<file path="src/rtl/ddr2_sched_pkg.sv">
package ddr2_sched_pkg;
    localparam int BA_W    = 3;
    localparam int ADDR_W  = 14;
    localparam int AL_W    = 3;
    localparam int CL_W    = 3;
    localparam int AL_MAX  = 4;
    localparam int CL_MIN  = 3;
    localparam int CL_MAX  = 6;
    localparam int RL_W    = 4;
    localparam int DEPTH   = AL_MAX + CL_MAX + 1;
    localparam int CL_LSB  = 4;
    localparam int AL_LSB  = 3;
    localparam int HT_BIT  = 7;
    localparam int N_KIND  = 3;

    localparam logic [2:0] CMD_NOP = 3'd0;
    localparam logic [2:0] CMD_MRS = 3'd1;
    localparam logic [2:0] CMD_ACT = 3'd2;
    localparam logic [2:0] CMD_RD  = 3'd3;
    localparam logic [2:0] CMD_WR  = 3'd4;

    localparam int KIND_COL = 0;
    localparam int KIND_RD  = 1;
    localparam int KIND_WR  = 2;

    typedef struct packed {
        logic              vld;
        logic              wr;
        logic [BA_W-1:0]   ba;
        logic [ADDR_W-1:0] col;
        logic [AL_W-1:0]   al;
        logic [RL_W-1:0]   rl;
    } slot_t;
endpackage

</file>
<file path="src/rtl/ddr2_mode_regs.sv">
module ddr2_mode_regs
    import ddr2_sched_pkg::*;
#(
    parameter int TRCD_MIN = 3
) (
    input  logic              clk,
    input  logic              rst_n,
    input  logic [2:0]        cmd_i,
    input  logic [1:0]        sel_i,
    input  logic [ADDR_W-1:0] addr_i,
    output logic [CL_W-1:0]   cl_o,
    output logic [AL_W-1:0]   al_o,
    output logic              hitemp_o,
    output logic              bad_wr_o
);
    typedef struct packed {
        logic [CL_W-1:0] cl;
        logic [AL_W-1:0] al;
        logic            ht;
    } mode_t;

    localparam logic [ADDR_W-1:0] HT_MASK = ADDR_W'(1) << HT_BIT;

    mode_t             m_d, m_q;
    logic              bad_d;
    logic [CL_W-1:0]   cl_f;
    logic [AL_W-1:0]   al_f;

    assign cl_f = addr_i[CL_LSB +: CL_W];
    assign al_f = addr_i[AL_LSB +: AL_W];

    always_comb begin
        m_d   = m_q;
        bad_d = 1'b0;
        if (cmd_i == CMD_MRS) begin
            case (sel_i)
                2'd0: begin
                    if (cl_f >= CL_W'(CL_MIN) && cl_f <= CL_W'(CL_MAX))
                        m_d.cl = cl_f;
                    else
                        bad_d = 1'b1;
                end
                2'd1: begin
                    if (al_f <= AL_W'(AL_MAX)) begin
                        m_d.al = al_f;
                        if (int'(al_f) > TRCD_MIN)
                            bad_d = 1'b1;
                    end else begin
                        bad_d = 1'b1;
                    end
                end
                2'd2: begin
                    m_d.ht = addr_i[HT_BIT];
                    if ((addr_i & ~HT_MASK) != '0)
                        bad_d = 1'b1;
                end
                default: ;
            endcase
        end
    end

    always_ff @(posedge clk or negedge rst_n) begin
        if (!rst_n) begin
            m_q.cl <= CL_W'(CL_MIN);
            m_q.al <= '0;
            m_q.ht <= 1'b0;
        end else begin
            m_q <= m_d;
        end
    end

    assign cl_o     = m_q.cl;
    assign al_o     = m_q.al;
    assign hitemp_o = m_q.ht;
    assign bad_wr_o = bad_d;

    a_r4_cl_range: assert property (@(posedge clk) disable iff (!rst_n)
        (m_q.cl >= CL_W'(CL_MIN)) && (m_q.cl <= CL_W'(CL_MAX)));

    a_r3_al_range: assert property (@(posedge clk) disable iff (!rst_n)
        m_q.al <= AL_W'(AL_MAX));

    a_r3_al_kept: assert property (@(posedge clk) disable iff (!rst_n)
        (cmd_i == CMD_MRS && sel_i == 2'd1 && al_f > AL_W'(AL_MAX)) |=> $stable(m_q.al));

    a_r4_cl_kept: assert property (@(posedge clk) disable iff (!rst_n)
        (cmd_i == CMD_MRS && sel_i == 2'd0 && (cl_f < CL_W'(CL_MIN) || cl_f > CL_W'(CL_MAX)))
        |=> $stable(m_q.cl));
endmodule

</file>
<file path="src/rtl/ddr2_lat_pipe.sv">
module ddr2_lat_pipe
    import ddr2_sched_pkg::*;
(
    input  logic                    clk,
    input  logic                    rst_n,
    input  logic [2:0]              cmd_i,
    input  logic [BA_W-1:0]         ba_i,
    input  logic [ADDR_W-1:0]       addr_i,
    input  logic [AL_W-1:0]         al_i,
    input  logic [CL_W-1:0]         cl_i,
    output slot_t [DEPTH-1:0]       stg_o
);
    typedef struct packed {
        slot_t [DEPTH-1:0] stg;
    } pipe_t;

    pipe_t p_d, p_q;

    always_comb begin
        p_d = p_q;
        p_d.stg[0].vld = (cmd_i == CMD_RD) || (cmd_i == CMD_WR);
        p_d.stg[0].wr  = (cmd_i == CMD_WR);
        p_d.stg[0].ba  = ba_i;
        p_d.stg[0].col = addr_i;
        p_d.stg[0].al  = al_i;
        p_d.stg[0].rl  = RL_W'(al_i) + RL_W'(cl_i);
        for (int k = 1; k < DEPTH; k++)
            p_d.stg[k] = p_q.stg[k-1];
    end

    always_ff @(posedge clk or negedge rst_n) begin
        if (!rst_n) p_q <= '0;
        else        p_q <= p_d;
    end

    assign stg_o = p_q.stg;

    a_r8_first_stage: assert property (@(posedge clk) disable iff (!rst_n)
        (cmd_i == CMD_RD || cmd_i == CMD_WR) |=> (p_q.stg[0].vld && p_q.stg[0].col == $past(addr_i)));
endmodule

</file>
<file path="src/rtl/ddr2_stage_pick.sv">
module ddr2_stage_pick
    import ddr2_sched_pkg::*;
#(
    parameter int KIND = KIND_COL
) (
    input  slot_t [DEPTH-1:0]  stg_i,
    output logic               vld_o,
    output logic               wr_o,
    output logic [BA_W-1:0]    ba_o,
    output logic [ADDR_W-1:0]  col_o,
    output logic               multi_o
);
    logic [DEPTH-1:0] hit;

    for (genvar k = 0; k < DEPTH; k++) begin : g_hit
        if (KIND == KIND_COL) begin : g_col
            assign hit[k] = stg_i[k].vld && (RL_W'(stg_i[k].al) == RL_W'(k));
        end else if (KIND == KIND_RD) begin : g_rd
            assign hit[k] = stg_i[k].vld && !stg_i[k].wr && (stg_i[k].rl == RL_W'(k));
        end else begin : g_wr
            assign hit[k] = stg_i[k].vld && stg_i[k].wr && (stg_i[k].rl == RL_W'(k + 1));
        end
    end

    always_comb begin
        vld_o = 1'b0;
        wr_o  = 1'b0;
        ba_o  = '0;
        col_o = '0;
        for (int k = 0; k < DEPTH; k++) begin
            if (hit[k]) begin
                vld_o = 1'b1;
                wr_o  = stg_i[k].wr;
                ba_o  = stg_i[k].ba;
                col_o = stg_i[k].col;
            end
        end
    end

    assign multi_o = ($countones(hit) > 1);
endmodule

</file>
<file path="src/rtl/ddr2_col_sched.sv">
module ddr2_col_sched
    import ddr2_sched_pkg::*;
#(
    parameter int TRCD_MIN = 3
) (
    input  logic              clk,
    input  logic              rst_n,
    input  logic [2:0]        cmd_i,
    input  logic [BA_W-1:0]   ba_i,
    input  logic [ADDR_W-1:0] addr_i,
    output logic              col_vld_o,
    output logic              col_wr_o,
    output logic [BA_W-1:0]   col_ba_o,
    output logic [ADDR_W-1:0] col_addr_o,
    output logic              rd_vld_o,
    output logic [BA_W-1:0]   rd_ba_o,
    output logic [ADDR_W-1:0] rd_addr_o,
    output logic              wr_acc_o,
    output logic [BA_W-1:0]   wr_ba_o,
    output logic [ADDR_W-1:0] wr_addr_o,
    output logic              hitemp_o,
    output logic              err_o
);
    typedef struct packed {
        logic err;
    } top_t;

    logic [CL_W-1:0]   cl_w;
    logic [AL_W-1:0]   al_w;
    logic              bad_wr;
    slot_t [DEPTH-1:0] stg;

    logic              pk_vld   [N_KIND];
    logic              pk_wr    [N_KIND];
    logic [BA_W-1:0]   pk_ba    [N_KIND];
    logic [ADDR_W-1:0] pk_col   [N_KIND];
    logic [N_KIND-1:0] pk_multi;

    top_t t_d, t_q;

    ddr2_mode_regs #(.TRCD_MIN(TRCD_MIN)) u_mode (
        .clk      (clk),
        .rst_n    (rst_n),
        .cmd_i    (cmd_i),
        .sel_i    (ba_i[1:0]),
        .addr_i   (addr_i),
        .cl_o     (cl_w),
        .al_o     (al_w),
        .hitemp_o (hitemp_o),
        .bad_wr_o (bad_wr)
    );

    ddr2_lat_pipe u_pipe (
        .clk    (clk),
        .rst_n  (rst_n),
        .cmd_i  (cmd_i),
        .ba_i   (ba_i),
        .addr_i (addr_i),
        .al_i   (al_w),
        .cl_i   (cl_w),
        .stg_o  (stg)
    );

    for (genvar g = 0; g < N_KIND; g++) begin : g_pick
        ddr2_stage_pick #(.KIND(g)) u_pick (
            .stg_i   (stg),
            .vld_o   (pk_vld[g]),
            .wr_o    (pk_wr[g]),
            .ba_o    (pk_ba[g]),
            .col_o   (pk_col[g]),
            .multi_o (pk_multi[g])
        );
    end

    always_comb begin
        t_d     = t_q;
        t_d.err = t_q.err | bad_wr | (|pk_multi);
    end

    always_ff @(posedge clk or negedge rst_n) begin
        if (!rst_n) t_q <= '0;
        else        t_q <= t_d;
    end

    assign col_vld_o  = pk_vld[KIND_COL];
    assign col_wr_o   = pk_wr[KIND_COL];
    assign col_ba_o   = pk_ba[KIND_COL];
    assign col_addr_o = pk_col[KIND_COL];
    assign rd_vld_o   = pk_vld[KIND_RD];
    assign rd_ba_o    = pk_ba[KIND_RD];
    assign rd_addr_o  = pk_col[KIND_RD];
    assign wr_acc_o   = pk_vld[KIND_WR];
    assign wr_ba_o    = pk_ba[KIND_WR];
    assign wr_addr_o  = pk_col[KIND_WR];
    assign err_o      = t_q.err;

    a_r13_err_sticky: assert property (@(posedge clk) disable iff (!rst_n)
        err_o |=> err_o);

    a_r12_collide_err: assert property (@(posedge clk) disable iff (!rst_n)
        (|pk_multi) |=> err_o);

    a_r10_trcd_err: assert property (@(posedge clk) disable iff (!rst_n)
        (int'(al_w) > TRCD_MIN) |-> err_o);

    a_r7_wr_dir: assert property (@(posedge clk) disable iff (!rst_n)
        wr_acc_o |-> pk_wr[KIND_WR]);
endmodule

</file>
<file path="config.mk">
export PLATFORM = sky130hd
export DESIGN_NAME = ddr2_col_sched
export DESIGN_NICKNAME = d
export VERILOG_FILES = /design/src/rtl/ddr2_sched_pkg.sv /design/src/rtl/ddr2_mode_regs.sv /design/src/rtl/ddr2_lat_pipe.sv /design/src/rtl/ddr2_stage_pick.sv /design/src/rtl/ddr2_col_sched.sv
export SDC_FILE = /design/constraint.sdc
export NUM_CORES = 1
export LEC_CHECK = 0
export BUFFER_PORTS_ARGS = -buffer_cell sky130_fd_sc_hd__clkbuf_2
export CAP_MARGIN = 20
export CORE_ASPECT_RATIO = 1.75
export CORE_MARGIN = 5
export CORE_UTILIZATION = 55
export DETAILED_ROUTE_END_ITERATION = 8
export HOLD_SLACK_MARGIN = 0.1
export PLACE_DENSITY = 0.73
export SYNTH_ARGS = -nofsm -noshare
export SYNTH_HDL_FRONTEND = slang
export SYNTH_SLANG_ARGS = --single-unit
</file>
<file path="constraint.sdc">
create_clock -name clk -period 7.14 [get_ports clk]
set_input_delay 1.428 -clock clk [delete_from_list [all_inputs] [get_ports clk]]
set_output_delay 1.428 -clock clk [all_outputs]
set_load 0.01 [all_outputs]
</file>
=== Word level (Yosys, flattened, before mapping) ===
Cells that the tools add are included.

* Bitwise logic cells: 2
* Add/subtract/negate cells: 28
* Equality and inequality tests: 33
* Order comparisons: 7
* Reduce and logical (&&, ||, !) cells: 73
* Mux-type cells: 104

{| class="wikitable"
|+ Operators by type and width
! kind !! number
|-
| $mux 14 || 30
|-
| $add 32x32->32 || 11
|-
| $gt 32x2->1 const B || 3
|-
| $mux 3 || 30
|-
| $add 32x1->32 || 2
|-
| $logic_and 1x1->1 || 53
|-
| $mux 1 || 43
|-
| $eq 4x3->1 const B || 8
|-
| $add 1x1->2 || 14
|-
| $eq 4x4->1 const B || 7
|-
| $eq 4x2->1 const B || 4
|-
| $eq 3x3->1 const B || 5
|-
| $reduce_bool 14->1 || 1
|-
| $logic_not 1->1 || 11
|-
| $eq 3x2->1 const B || 3
|-
| $eq 4x1->1 const B || 2
|-
| $eq 3x1->1 const B || 2
|-
| $le 3x3->1 const B || 2
|-
| $reduce_and 3->1 || 2
|-
| $add 3x3->4 || 1
|-
| $logic_not 4->1 || 1
|-
| $ge 3x2->1 const B || 1
|-
| $gt 3x2->1 const B || 1
|-
| $logic_not 3->1 || 1
|-
| 8 further kinds || 9
|}

* Logic and storage cells: 314
* Flip-flop bits (word level): 285
* Output and inout bits: 57
* Input port bits: 22

=== Depth between registers and ports, before layout ===
Gate-level depths: netlist of run 1.

* Depth in word-level cells: 14
* Gate-level depth with buffers: 19
* Mapped depth without buffers: 18

=== Cells and area by module ===
Synthesis of run 1 repeated with hierarchy kept, for this count alone.

* Cells, all modules: 1495
* Area, all modules: 15881.5 um2

{| class="wikitable"
|+ Modules (own cells, without submodules)
! module !! seq. area each (um2) !! instances !! area an instance (um2) !! cells each
|-
| ddr2_lat_pipe || 7156.9 || 1 || 9227.6 || 561
|-
| ddr2_stage_pick at g_pick[1].u_pick || 0.0 || 1 || 2402.3 || 328
|-
| ddr2_stage_pick at g_pick[2].u_pick || 0.0 || 1 || 2378.5 || 345
|-
| ddr2_stage_pick at g_pick[0].u_pick || 0.0 || 1 || 1393.8 || 214
|-
| ddr2_mode_regs || 177.7 || 1 || 441.7 || 43
|-
| ddr2_col_sched || 25.0 || 1 || 37.5 || 4
|}

=== Least setup slack after synthesis of run 1 ===
No wires, ideal clock.

* Path kind: reg2reg
* Start: reg u_pipe.p_q (netlist bit u_pipe.stg_o[236])
* End: reg t_q (netlist: err_o)
* Arrival: 4495 ps
* Buffers on the path: 2
* Slack: 2514 ps
* Stages on the path, launching flop included: 17
* Required time: 7009 ps
* Cell sequence: dfrtp_1 nand3b_1 nor4b_1 buf_2 clkbuf_1 ha_1 fa_1 inv_1 fa_1 fa_1 inv_1 ha_1 fa_1 nor4b_1 o2111ai_1 a221oi_1 nand3_1

* Longest elaborated chain between the ends: 8
* Elaborated cells on any way between the ends: 14
* Classes of those cells: 6 x add/sub; 2 x order compare; 2 x eq/ne; 1 x bitwise; 3 x reduce/logical

{| class="wikitable"
|+ Ends and longest elaborated chain
! what !! RTL line !! text
|-
| start: declaration || ddr2_lat_pipe.sv:17 || <nowiki>pipe_t p_d, p_q;</nowiki>
|-
| start signal: assignment || ddr2_lat_pipe.sv:33 || <nowiki>else p_q <= p_d;</nowiki>
|-
| $eq 4x4->1 (on tied branches) || ddr2_stage_pick.sv:19, ddr2_stage_pick.sv:21 ||
|-
| $logic_and 1x1->1 (on tied branches) || ddr2_stage_pick.sv:19, ddr2_stage_pick.sv:21 ||
|-
| $add 1x1->2 (not written as such) || ddr2_stage_pick.sv:40 || <nowiki>assign multi_o = ($countones(hit) > 1);</nowiki>
|-
| $add 32x1->32 (not written as such) || ddr2_stage_pick.sv:40 ||
|-
| $add 32x32->32 (not written as such) || ddr2_stage_pick.sv:40 ||
|-
| $gt 32x2->1 || ddr2_stage_pick.sv:40 ||
|-
| $reduce_or 3->1 (*) || ddr2_col_sched.sv:77 || <nowiki>t_d.err = t_q.err | bad_wr | (|pk_multi);</nowiki>
|-
| $or 1x1->1 (*) || ddr2_col_sched.sv:77 ||
|-
| via t_d || ddr2_col_sched.sv:39 || <nowiki>top_t t_d, t_q;</nowiki>
|-
| end signal: assignment || ddr2_col_sched.sv:82 || <nowiki>else t_q <= t_d;</nowiki>
|-
| end: declaration || ddr2_col_sched.sv:39 ||
|}

The timed path passes the listed nets; every way through them passes the cells marked *.
A chain may end at the register's enable or synchronous reset.

=== Final worst setup path of run 1 ===
* Start: reg u_pipe.p_q (netlist bit u_pipe.stg_o[102])
* End: reg t_q (netlist: err_o)

* Longest elaborated chain between the ends: 10
* Elaborated cells on any way between the ends: 17
* Classes of those cells: 8 x add/sub; 2 x order compare; 1 x bitwise; 6 x reduce/logical

{| class="wikitable"
|+ Ends and longest elaborated chain
! what !! RTL line !! text
|-
| $logic_not 1->1 || ddr2_stage_pick.sv:19 || <nowiki>assign hit[k] = stg_i[k].vld && !stg_i[k].wr && (stg_i[k].rl == RL_W'(k));</nowiki>
|-
| $logic_and 1x1->1 (2 in a row) || ddr2_stage_pick.sv:19 ||
|-
| $add 1x1->2 (not written as such) || ddr2_stage_pick.sv:40 ||
|-
| $add 32x32->32 (not written as such) (3 in a row) || ddr2_stage_pick.sv:40 ||
|-
| $gt 32x2->1 || ddr2_stage_pick.sv:40 ||
|-
| $reduce_or 3->1 (*) || ddr2_col_sched.sv:77 ||
|-
| $or 1x1->1 (*) || ddr2_col_sched.sv:77 ||
|-
| via t_d || ddr2_col_sched.sv:39 ||
|}

Marks and branches as above.

==> reports/summary.txt, run 1 <==
status: finished, final reports clean
Netlist Area Pre-Place: 13,200 µm²
Arr. time, crit path: 5.62 ns
VDD IR-drop max: 0.165 mV
register-to-register path setup slack: 1.96 ns
total die area: 27,300 µm²
max-slew violation count: 0
post-CTS resize count: 0
Max Cap Viol: 0
core footprint: 23,800 µm²
Hold Crit Class: flip-flop to flip-flop
post-CTS setup buffer count: 0
Final setup viols: 0
prevailing post-synth register cell: dfrtp_1
total negative slack: 0 ns
Final Hold Viols: 0
IO Port Bufs: 78
CP required: 7.57 ns
Mapped Cells: 1,224
CP Capture Type: flip-flop
critical path peak fanout: 25
final wirelength: 40.6 mm
P_leak: 6.50 nW
Final Cycle Share: 0.726
proportion of layout cells with a drive suffix above 1: 0.148
Comb pwr share: 0.090
Post-synth EDFFs: 0
Async SR Flop Fraction: 1.00
Die H: 215 µm
DR vias: 10.9k
final-layout fill cell count: 2,021
Initial Util: 0.553
I/O pins: 79
area grow syn2layout: 12.5%
CP most frequent cell: fa_1
Syn. warnings: 0
GR Overflow Total: 0
Internal Power: 0.00282 W
Reg2Reg Depth: 15
Worst path max stage delay: 0.56 ns
WL/cell: 25.4 µm
CP delay by family, top: adder cells
Worst R2R Start: u_pipe.stg_o[102]
PD cells: 257 nW/µm²
initial DRC count: 1,496
sequential-to-total area share from yosys stat: 0.542
clk buf depth: 3
Reg clk slew, reported paths: 0.07 ns
Die W: 127 µm
Clock power frac: 0.427
P_sw: 0.000984 W
total CTS buffers: 27
Net Sw Frac: 0.258
cts hold-fix bufs: 0
r2r endpoint: err_o
CTS tree: yes
vias in the first global route: 10.6k
routed vias/inst: 6.82
Worst Hold Path Cells: 0
htree depth: 1
critical path launch point type: flip-flop
initial antenna violation count: 0
WHS: 0.360 ns
drt pass-1 iters: 6
Relative slew margins: 0.218
largest net degree at the start of global routing: 155
# rows: 75
worst hold start: u_pipe.stg_o[82]
DRT antenna net count: 0
Reg power frac: 0.484
gpl congestion: 0.964
critical path class: flip-flop to flip-flop
Total Routing Usage GR: 0.297
clk sinks: 285
fmax: 193 MHz
first-pass GRT wire length: 63.3 mm
DP HPWL: 29.0 mm
clock latency on the worst-skew pair: 0.57 ns
Clock Skew: 0.0149 ns
# diodes: 0
WHS Endpoint: u_pipe.stg_o[108]
net count of the mapped netlist: 1,293
nets: 1,343
RSZ-0062 raised after global routing: no
DRC: 0
register bit total from synthesis: 285
minimum clock period: 5.18 ns
Critical-path top delay cell: inv_2
Reg area: 7130 µm²
crit path cell chain: nor4bb_1, nand2_1, inv_2, ha_1, fa_1, inv_1, fa_1, fa_1, inv_1, ha_1, fa_1, nor4b_1, o2111ai_1, a221oi_1, nand3_1
Syn Area/Cell: 10.8 µm²
area occupied by multi-input gates: 5440 µm²
synth unique cells: 73
CP bufs+invs: 3
worst slew pin tran: 1.17 ns
CTS Root Buffer Type: clkbuf_16
-- worst max-delay path by stage --
stage | cells after the start | end | startpoint
global placement | 15 | err_o | u_pipe.stg_o[107]
global route | 15 | err_o | u_pipe.stg_o[102]
CTS | 15 | err_o | u_pipe.stg_o[102]
floorplan | 16 | err_o | u_pipe.stg_o[236]
detailed placement | 15 | err_o | u_pipe.stg_o[102]
finish | 15 | err_o | u_pipe.stg_o[102]
-- placed cells by master, fill, tap and decap left out, drive strengths merged, types with 17 or more instances in the layout --
master / n
dfrtp: 283
clkbuf: 107
nor2: 102
a221oi: 90
nand2: 90
o21ai: 81
inv: 69
a21oi: 60
a221o: 33
o22ai: 32
ha: 30
buf: 25
a31oi: 23
nand3: 23
nor3: 23
o211ai: 22
o311ai: 19
fa: 17
-- power groups by stage --
stage / Sequential, W / Combinational, W / Clock [W]
after floorplan: 0.00183 / 0.000200 / 0
after global placement: 0.00186 / 0.000332 / 0
after detailed placement: 0.00187 / 0.000336 / 0
after CTS: 0.00184 / 0.000338 / 0.00164
after global routing: 0.00186 / 0.000370 / 0.00171
final: 0.00184 / 0.000341 / 0.00162
-- cell usage after synthesis, drive strengths merged, types with 6 or more instances --
| cell | count | share of area |
|---|---|---|
| a221oi | 90 | 0.060 |
| nand4bb | 6 | 0.0064 |
| inv | 67 | 0.019 |
| o211ai | 22 | 0.013 |
| o22a | 6 | 0.0040 |
| o22ai | 32 | 0.016 |
| nand3 | 23 | 0.0091 |
| a221o | 33 | 0.025 |
| o21ai | 81 | 0.031 |
| a31oi | 23 | 0.011 |
| o221ai | 14 | 0.0093 |
| nor2 | 102 | 0.030 |
| o21a | 11 | 0.0063 |
| nor4 | 13 | 0.0062 |
| clkbuf | 55 | 0.016 |
| nand4 | 13 | 0.0062 |
| buf | 26 | 0.011 |
| a21o | 15 | 0.0085 |
| a211oi | 7 | 0.0049 |
| fa | 17 | 0.026 |
| ha | 30 | 0.028 |
| dfrtp | 283 | 0.54 |
| nor3 | 23 | 0.0091 |
| a21oi | 60 | 0.023 |
| o311ai | 19 | 0.013 |
| nand2 | 90 | 0.026 |
-- sequential cells by signal, summed over array words and instances (netlist names) --
name	count
u_mode.al_o	3
err_o	1
u_mode.cl_o	3
u_pipe.stg_o	277
u_mode.hitemp_o	1
-- layout make-up --
cell class / instances / share of cell area
multi-input cells: 789 / 0.367
clock inverters: 19 / 0.0204
well taps: 308 / 0.0260
inverters: 69 / 0.0175
flip-flops and latches: 285 / 0.482
repair buffers: 102 / 0.0405
clock buffers: 30 / 0.0470
-- worst register-to-register path: stages, from the launching register on --
cell       delay [ns]
dfrtp_1          0.41
nor4bb_1         0.32
nand2_1          0.45
inv_2            0.56
ha_1             0.35
fa_1             0.49
inv_1            0.06
fa_1             0.44
fa_1             0.51
inv_1            0.04
ha_1             0.22
fa_1             0.44
nor4b_1          0.29
o2111ai_1        0.14
a221oi_1         0.24
nand3_1          0.11
-- cell families after synthesis --
| kind of cell | count (synthesis) | share of synthesized area |
|---|---|---|
| AO/OA/AOI/OAI | 429 | 0.236 |
| adder cells (fa/ha/maj) | 47 | 0.0543 |
| AND/OR/NAND/NOR | 309 | 0.119 |
| multiplexers | 1 | 0.000855 |
| buffers and inverters | 150 | 0.0466 |
| XOR/XNOR | 3 | 0.00199 |
| flip-flops | 285 | 0.542 |
-- per-layer routing --
metal,global-route usage,part of all wire
met1,0.398,0.38
met2,0.491,0.50
met3,0.0557,0.090
met4,0.0959,0.035
met5,0,0
-- per-stage QoR --
| step | setup WS (ns) | total power (W) | util | area, µm² | instances |
|---|---|---|---|---|---|
| 2_1_floorplan | 2.51 | 0.00203 | - | 13200 | 1224 |
| 3_3_place_gp | 2.12 | 0.00220 | 0.578 | 13800 | 1550 |
| 3_5_place_dp | 2.04 | 0.00221 | 0.579 | 13800 | 1552 |
| 4_1_cts | 2.01 | 0.00382 | 0.621 | 14800 | 1601 |
| 5_1_grt | 1.70 | 0.00394 | 0.622 | 14800 | 1602 |
| 6_report | 1.96 | 0.00381 | 0.622 | 14800 | 1602 |
(Power assumes the default switching activity.)
==> inputs of run 2 (changes only) <==
- PLACE_DENSITY: 0.73 -> 0.76
- clock period: 7.14 -> 4.25 ns (I/O delays scaled with it)
==> run 2 against run 1 <==
Against the previous run:
- the flow now finishes with violations (negative setup slack)
- via count rose by 7.2%
- first-iteration DRC count rose by 8.1%
- die area unchanged
- largest cell class unchanged
==> reports/summary.txt, run 2 (same netlist as run 1, synthesis figures left out) <==
status: complete, but fails checks
failing checks: negative setup slack
Hold Crit Class: primary input to asynchronous set/reset pin
largest net degree at the start of global routing: 96
WL/cell: 27.9 µm
DRC: 0
initial DRC count: 1,617
dpl ws: -0.0798 ns
metal3 WL: 5.13 mm
nets: 1,387
register-to-register path setup slack: -0.003 ns
final wirelength: 46.0 mm
highest-count cells in the layout ignoring fill and taps: 283 x dfrtp_1, 95 x nor2_1, 90 x a221oi_1, 88 x nand2_1, 79 x o21ai_0
detailed route wirelength on metal2: 22.0 mm
DRT antenna net count: 0
Worst R2R Start: u_pipe.stg_o[1]
GR Overflow Total: 0
worst setup path startpoint: u_pipe.stg_o[1]
max-slew violation count: 0
highest metal used: met4
dpl cell area: 14,200 µm²
CTS Root Buffer Type: clkbuf_16
critical path class: flip-flop to flip-flop
critical path peak fanout: 2
M1 WL: 14.5 mm
initial antenna violation count: 0
gpl congestion: 0.940
CP Capture Type: flip-flop
total die area: 27,300 µm²
Max Cap Viol: 0
cts hold-fix bufs: 0
total CTS buffers: 27
# rows: 75
r2r endpoint: err_o
Die W: 127 µm
Reg2Reg Depth: 17
first-pass GRT wire length: 70.0 mm
Final Cycle Share: 1.00
VDD IR-drop max: 0.279 mV
htree depth: 1
PD cells: 409 nW/µm²
non-filler cells, final: 1,646
vias in the first global route: 12.0k
DR vias: 11.7k
final core occ: 0.636
RSZ-0062 raised after global routing: yes
Relative slew margins: 0.461
drt pass-1 iters: 8
I/O pins: 79
Initial Util: 0.553
# diodes: 0
Total Routing Usage GR: 0.336
commonest non-fill, non-tap cell in the layout: dfrtp_1
clk buf depth: 3
minimum clock period: 4.25 ns
max FFs per register: 277
worst slew pin tran: 0.807 ns
core footprint: 23,800 µm²
placed cells: 1,596
proportion of layout cells with a drive suffix above 1: 0.187
Reg clk slew, reported paths: 0.07 ns
critical path launch point type: flip-flop
CP required: 4.67 ns
setup ws final: -0.00287 ns
Clock Skew: 0.0156 ns
clk sinks: 285
routed vias/inst: 7.11
P_leak: 6.68 nW
end of the critical path: err_o
Die H: 215 µm
fmax: 235 MHz
Arr. time, crit path: 4.67 ns
Final Hold Viols: 0
DP HPWL: 30.0 mm
fin area: 15,200 µm²
IO Port Bufs: 78
CTS tree: yes
area grow syn2layout: 15.1%
Final setup viols: 1
clock latency on the worst-skew pair: 0.56 ns
## run 2: through the flow
stage                     hold WS, ns  setup TNS (ns)  power (W)
after floorplan                 0.345               0    0.00342
after global placement          0.348        -0.00414    0.00373
after detailed placement        0.354         -0.0798    0.00376
after CTS                       0.269         -0.0664    0.00622
after global routing            0.287          -0.234    0.00642
final                           0.262        -0.00287    0.00620
## run 2: worst max-delay path, stage by stage (launching register included)
cell	delay, ns
dfrtp_1	0.39
or4b_4	0.57
nor2_4	0.14
ha_4	0.14
inv_2	0.03
fa_1	0.47
inv_1	0.05
fa_1	0.47
inv_1	0.05
fa_1	0.42
inv_1	0.07
ha_2	0.18
inv_2	0.04
fa_1	0.47
nor4b_4	0.19
o2111ai_1	0.14
a221oi_1	0.22
nand3_1	0.09
## run 2: worst min path at each step
stage / from / endpoint / slack, ns / cells after the start
5_1_grt: rst_n / u_pipe.stg_o[135] / 0.29 / 1
6_report: rst_n / u_pipe.stg_o[158] / 0.26 / 1
3_5_place_dp: u_pipe.stg_o[162] / u_pipe.stg_o[188] / 0.35 / 0
4_1_cts: rst_n / u_pipe.stg_o[31] / 0.27 / 1
2_1_floorplan: u_pipe.stg_o[135] / u_pipe.stg_o[161] / 0.35 / 0
3_3_place_gp: u_pipe.stg_o[162] / u_pipe.stg_o[188] / 0.35 / 0
## run 2: cell type report
type                       instances  area, µm²
clock buffer                      34        732
clock inverter                    15        166
tap                              308        385
timing repair buffer             146        936
multi-input combinational        789       5540
inverter                          69        265
sequential                       285       7130
fill                            1875       8680
## run 2: where the power goes
part | switching (W) | internal (W) | leakage [nW]
registers | 0.000190 | 0.00291 | 3.36
logic | 0.000390 | 0.000236 | 2.88
clock network | 0.00106 | 0.00141 | 0.448
total | 0.00165 | 0.00456 | 6.68
## run 2: layer usage
layer / track usage / vias up
met5: 0 / -
met4: 0.255 / 0
met3: 0.0840 / 329
met2: 0.540 / 933
met1: 0.381 / 5613
li1: - / 4834
## run 2: repair_timing
item / CTS / global route
pin swaps: 7 / 6
setup endpoints to repair: 1 / 3
resized for setup: 6 / 3
setup buffers: 0 / 1
==> inputs of run 3 (changes only) <==
- CELL_PAD_IN_SITES_DETAIL_PLACEMENT: not set -> 1
- CELL_PAD_IN_SITES_GLOBAL_PLACEMENT: not set -> 1
- CORE_UTILIZATION: 55 -> 44
- PLACE_DENSITY: 0.76 -> not set
- PLACE_DENSITY_LB_ADDON: not set -> 0.1
==> run 3 against run 2 <==
Against the previous run:
- the run still ends with negative setup slack left
- hold slack improved by 0.059 ns
- core utilization is 11 points lower
- via count down 1.4%
- register-to-register slack lost 0.15 ns
- clock-buffer cell count up 3
- sequential power barely moved
- total power rose by 4.7%
- sequential cell count unchanged
- non-clock buffer count up 11
- worst setup slack got worse by 0.15 ns
- cell count grew 5.4%
- sequential share of layout area is 0.97 points lower
- critical endpoint unchanged
- largest cell class unchanged
==> reports/summary.txt, run 3 (same netlist as run 1, synthesis figures left out) <==
Die W: 141 µm
Worst R2R Start: u_pipe.stg_o[2]
WL/cell: 30.4 µm
critical path launch point type: flip-flop
CP required: 4.68 ns
Max Cap Viol: 0
vias in the first global route: 12.6k
dpl ws: -0.165 ns
Final Hold Viols: 0
cts hold-fix bufs: 0
critical path class: flip-flop to flip-flop
failing checks: negative setup slack
critical path peak fanout: 2
I/O pins: 79
clk buf depth: 3
worst slew pin tran: 1.06 ns
DRC: 0
largest net degree at the start of global routing: 95
area grow syn2layout: 17.5%
Reg power frac: 0.479
Worst path max stage delay: 0.57 ns
Net Sw Frac: 0.268
Relative slew margins: 0.287
minimum clock period: 4.40 ns
Final setup viols: 1
status: complete, but fails checks
gpl congestion: 0.907
total CTS buffers: 28
initial DRC count: 1,014
VDD IR-drop max: 0.359 mV
P_leak: 6.80 nW
crit path cell chain: or4b_4, nor2_4, ha_4, fa_1, fa_1, inv_1, fa_1, inv_1, ha_2, inv_2, fa_1, nor4b_4, o2111ai_2, a221oi_2, nand3_1
Reg2Reg Depth: 15
fmax: 227 MHz
max-slew violation count: 0
total die area: 33,600 µm²
nets: 1,399
initial antenna violation count: 0
final-layout fill cell count: 3,192
register-to-register path setup slack: -0.15 ns
routed vias/inst: 6.65
Arr. time, crit path: 4.82 ns
# rows: 83
max FFs per register: 277
GR Overflow Total: 0
RSZ-0062 raised after global routing: yes
Total Routing Usage GR: 0.314
CTS Root Buffer Type: clkbuf_16
proportion of layout cells with a drive suffix above 1: 0.199
Internal Power: 0.00475 W
Comb pwr share: 0.100
CTS tree: yes
Die H: 239 µm
Initial Util: 0.447
commonest non-fill, non-tap cell in the layout: dfrtp_1
drt pass-1 iters: 6
clk sinks: 285
clock latency on the worst-skew pair: 0.57 ns
DP HPWL: 35.1 mm
Clock Skew: 0.0125 ns
CP most frequent cell: fa_1
htree depth: 1
Hold Crit Class: primary input to asynchronous set/reset pin
r2r endpoint: err_o
highest-count cells in the layout ignoring fill and taps: 283 x dfrtp_1, 96 x nor2_1, 89 x a221oi_1, 88 x nand2_1, 79 x o21ai_0
setup ws final: -0.149 ns
final wirelength: 52.7 mm
first-pass GRT wire length: 79.2 mm
DR vias: 11.5k
Reg clk slew, reported paths: 0.07 ns
core footprint: 29,500 µm²
Final Cycle Share: 1.03
non-filler cells, final: 1,735
CP Capture Type: flip-flop
placed cells: 1,679
PD cells: 420 nW/µm²
Clock power frac: 0.421
P_sw: 0.00174 W
DRT antenna net count: 0
IO Port Bufs: 78
WHS: 0.320 ns
Critical-path top delay cell: or4b_4
-- run 3: cell count changes in the layout (fill, tap and decap cells not counted), moves of 2 or more --
| cell | previous run | this run |
|---|---|---|
| clkbuf_8 | 3 | 6 |
| buf_4 | 66 | 77 |
| clkbuf_1 | 4 | 2 |
| inv_1 | 52 | 50 |
| clkbuf_16 | 27 | 29 |
| inv_2 | 14 | 16 |
-- run 3: worst max-delay path by stage --
stage | start | slack [ns] | depth (start not counted) | to
after CTS | u_pipe.stg_o[1] | -0.14 | 17 | err_o
final | u_pipe.stg_o[2] | -0.15 | 15 | err_o
after global routing | u_pipe.stg_o[2] | -0.32 | 15 | err_o
after global placement | u_pipe.stg_o[2] | -0.06 | 17 | err_o
after detailed placement | u_pipe.stg_o[2] | -0.17 | 17 | err_o
after floorplan | u_pipe.stg_o[54] | 0.007 | 18 | err_o
-- run 3: critical path, delay by kind of cell (launching register included) --
family          cells  cell delay, ns
compound gates      2            0.40
fa+ha+maj           6            2.30
buf+inv             3            0.17
flops               1            0.39
simple gates        4            1.01
-- run 3: cell type report --
type	count	area (µm²)	share of cell area
Sequential cell	285	7130	0.461
Multi-Input combinational cell	789	5570	0.360
Timing Repair Buffer	157	1020	0.0658
Clock buffer	37	816	0.0527
Tap cell	382	478	0.0309
Inverter	69	262	0.0169
Clock inverter	15	191	0.0124
Antenna cell	1	2.50	0.000162
-- run 3: what timing repair did --
action	4_1_cts	5_1_grt
endpoints found under the setup margin	1	4
hold endpoints to repair	0	0
resized for setup	6	8
pin swaps	7	5
setup buffers	2	1
-- run 3: layer usage --
metal,track usage,share of wire
met1,0.347,0.34
met2,0.556,0.51
met3,0.0502,0.064
met5,0,0
met4,0.203,0.077
-- run 3: power by group through the flow --
stage,Clock [W],Combinational (W),Sequential [W]
4_1_cts,0.00278,0.000648,0.00311
3_5_place_dp,0,0.000640,0.00315
6_report,0.00274,0.000649,0.00311
5_1_grt,0.00289,0.000700,0.00313
2_1_floorplan,0,0.000343,0.00308
3_3_place_gp,0,0.000628,0.00314
-- run 3: stage by stage --
step,instance area [µm²],total power (W),setup TNS [ns],utilization
5_1_grt,15500,0.00673,-0.323,0.525
3_5_place_dp,14400,0.00379,-0.165,0.487
4_1_cts,15400,0.00654,-0.138,0.523
6_report,15500,0.00650,-0.149,0.525
2_1_floorplan,13300,0.00342,0,-
3_3_place_gp,14400,0.00377,-0.0585,0.487
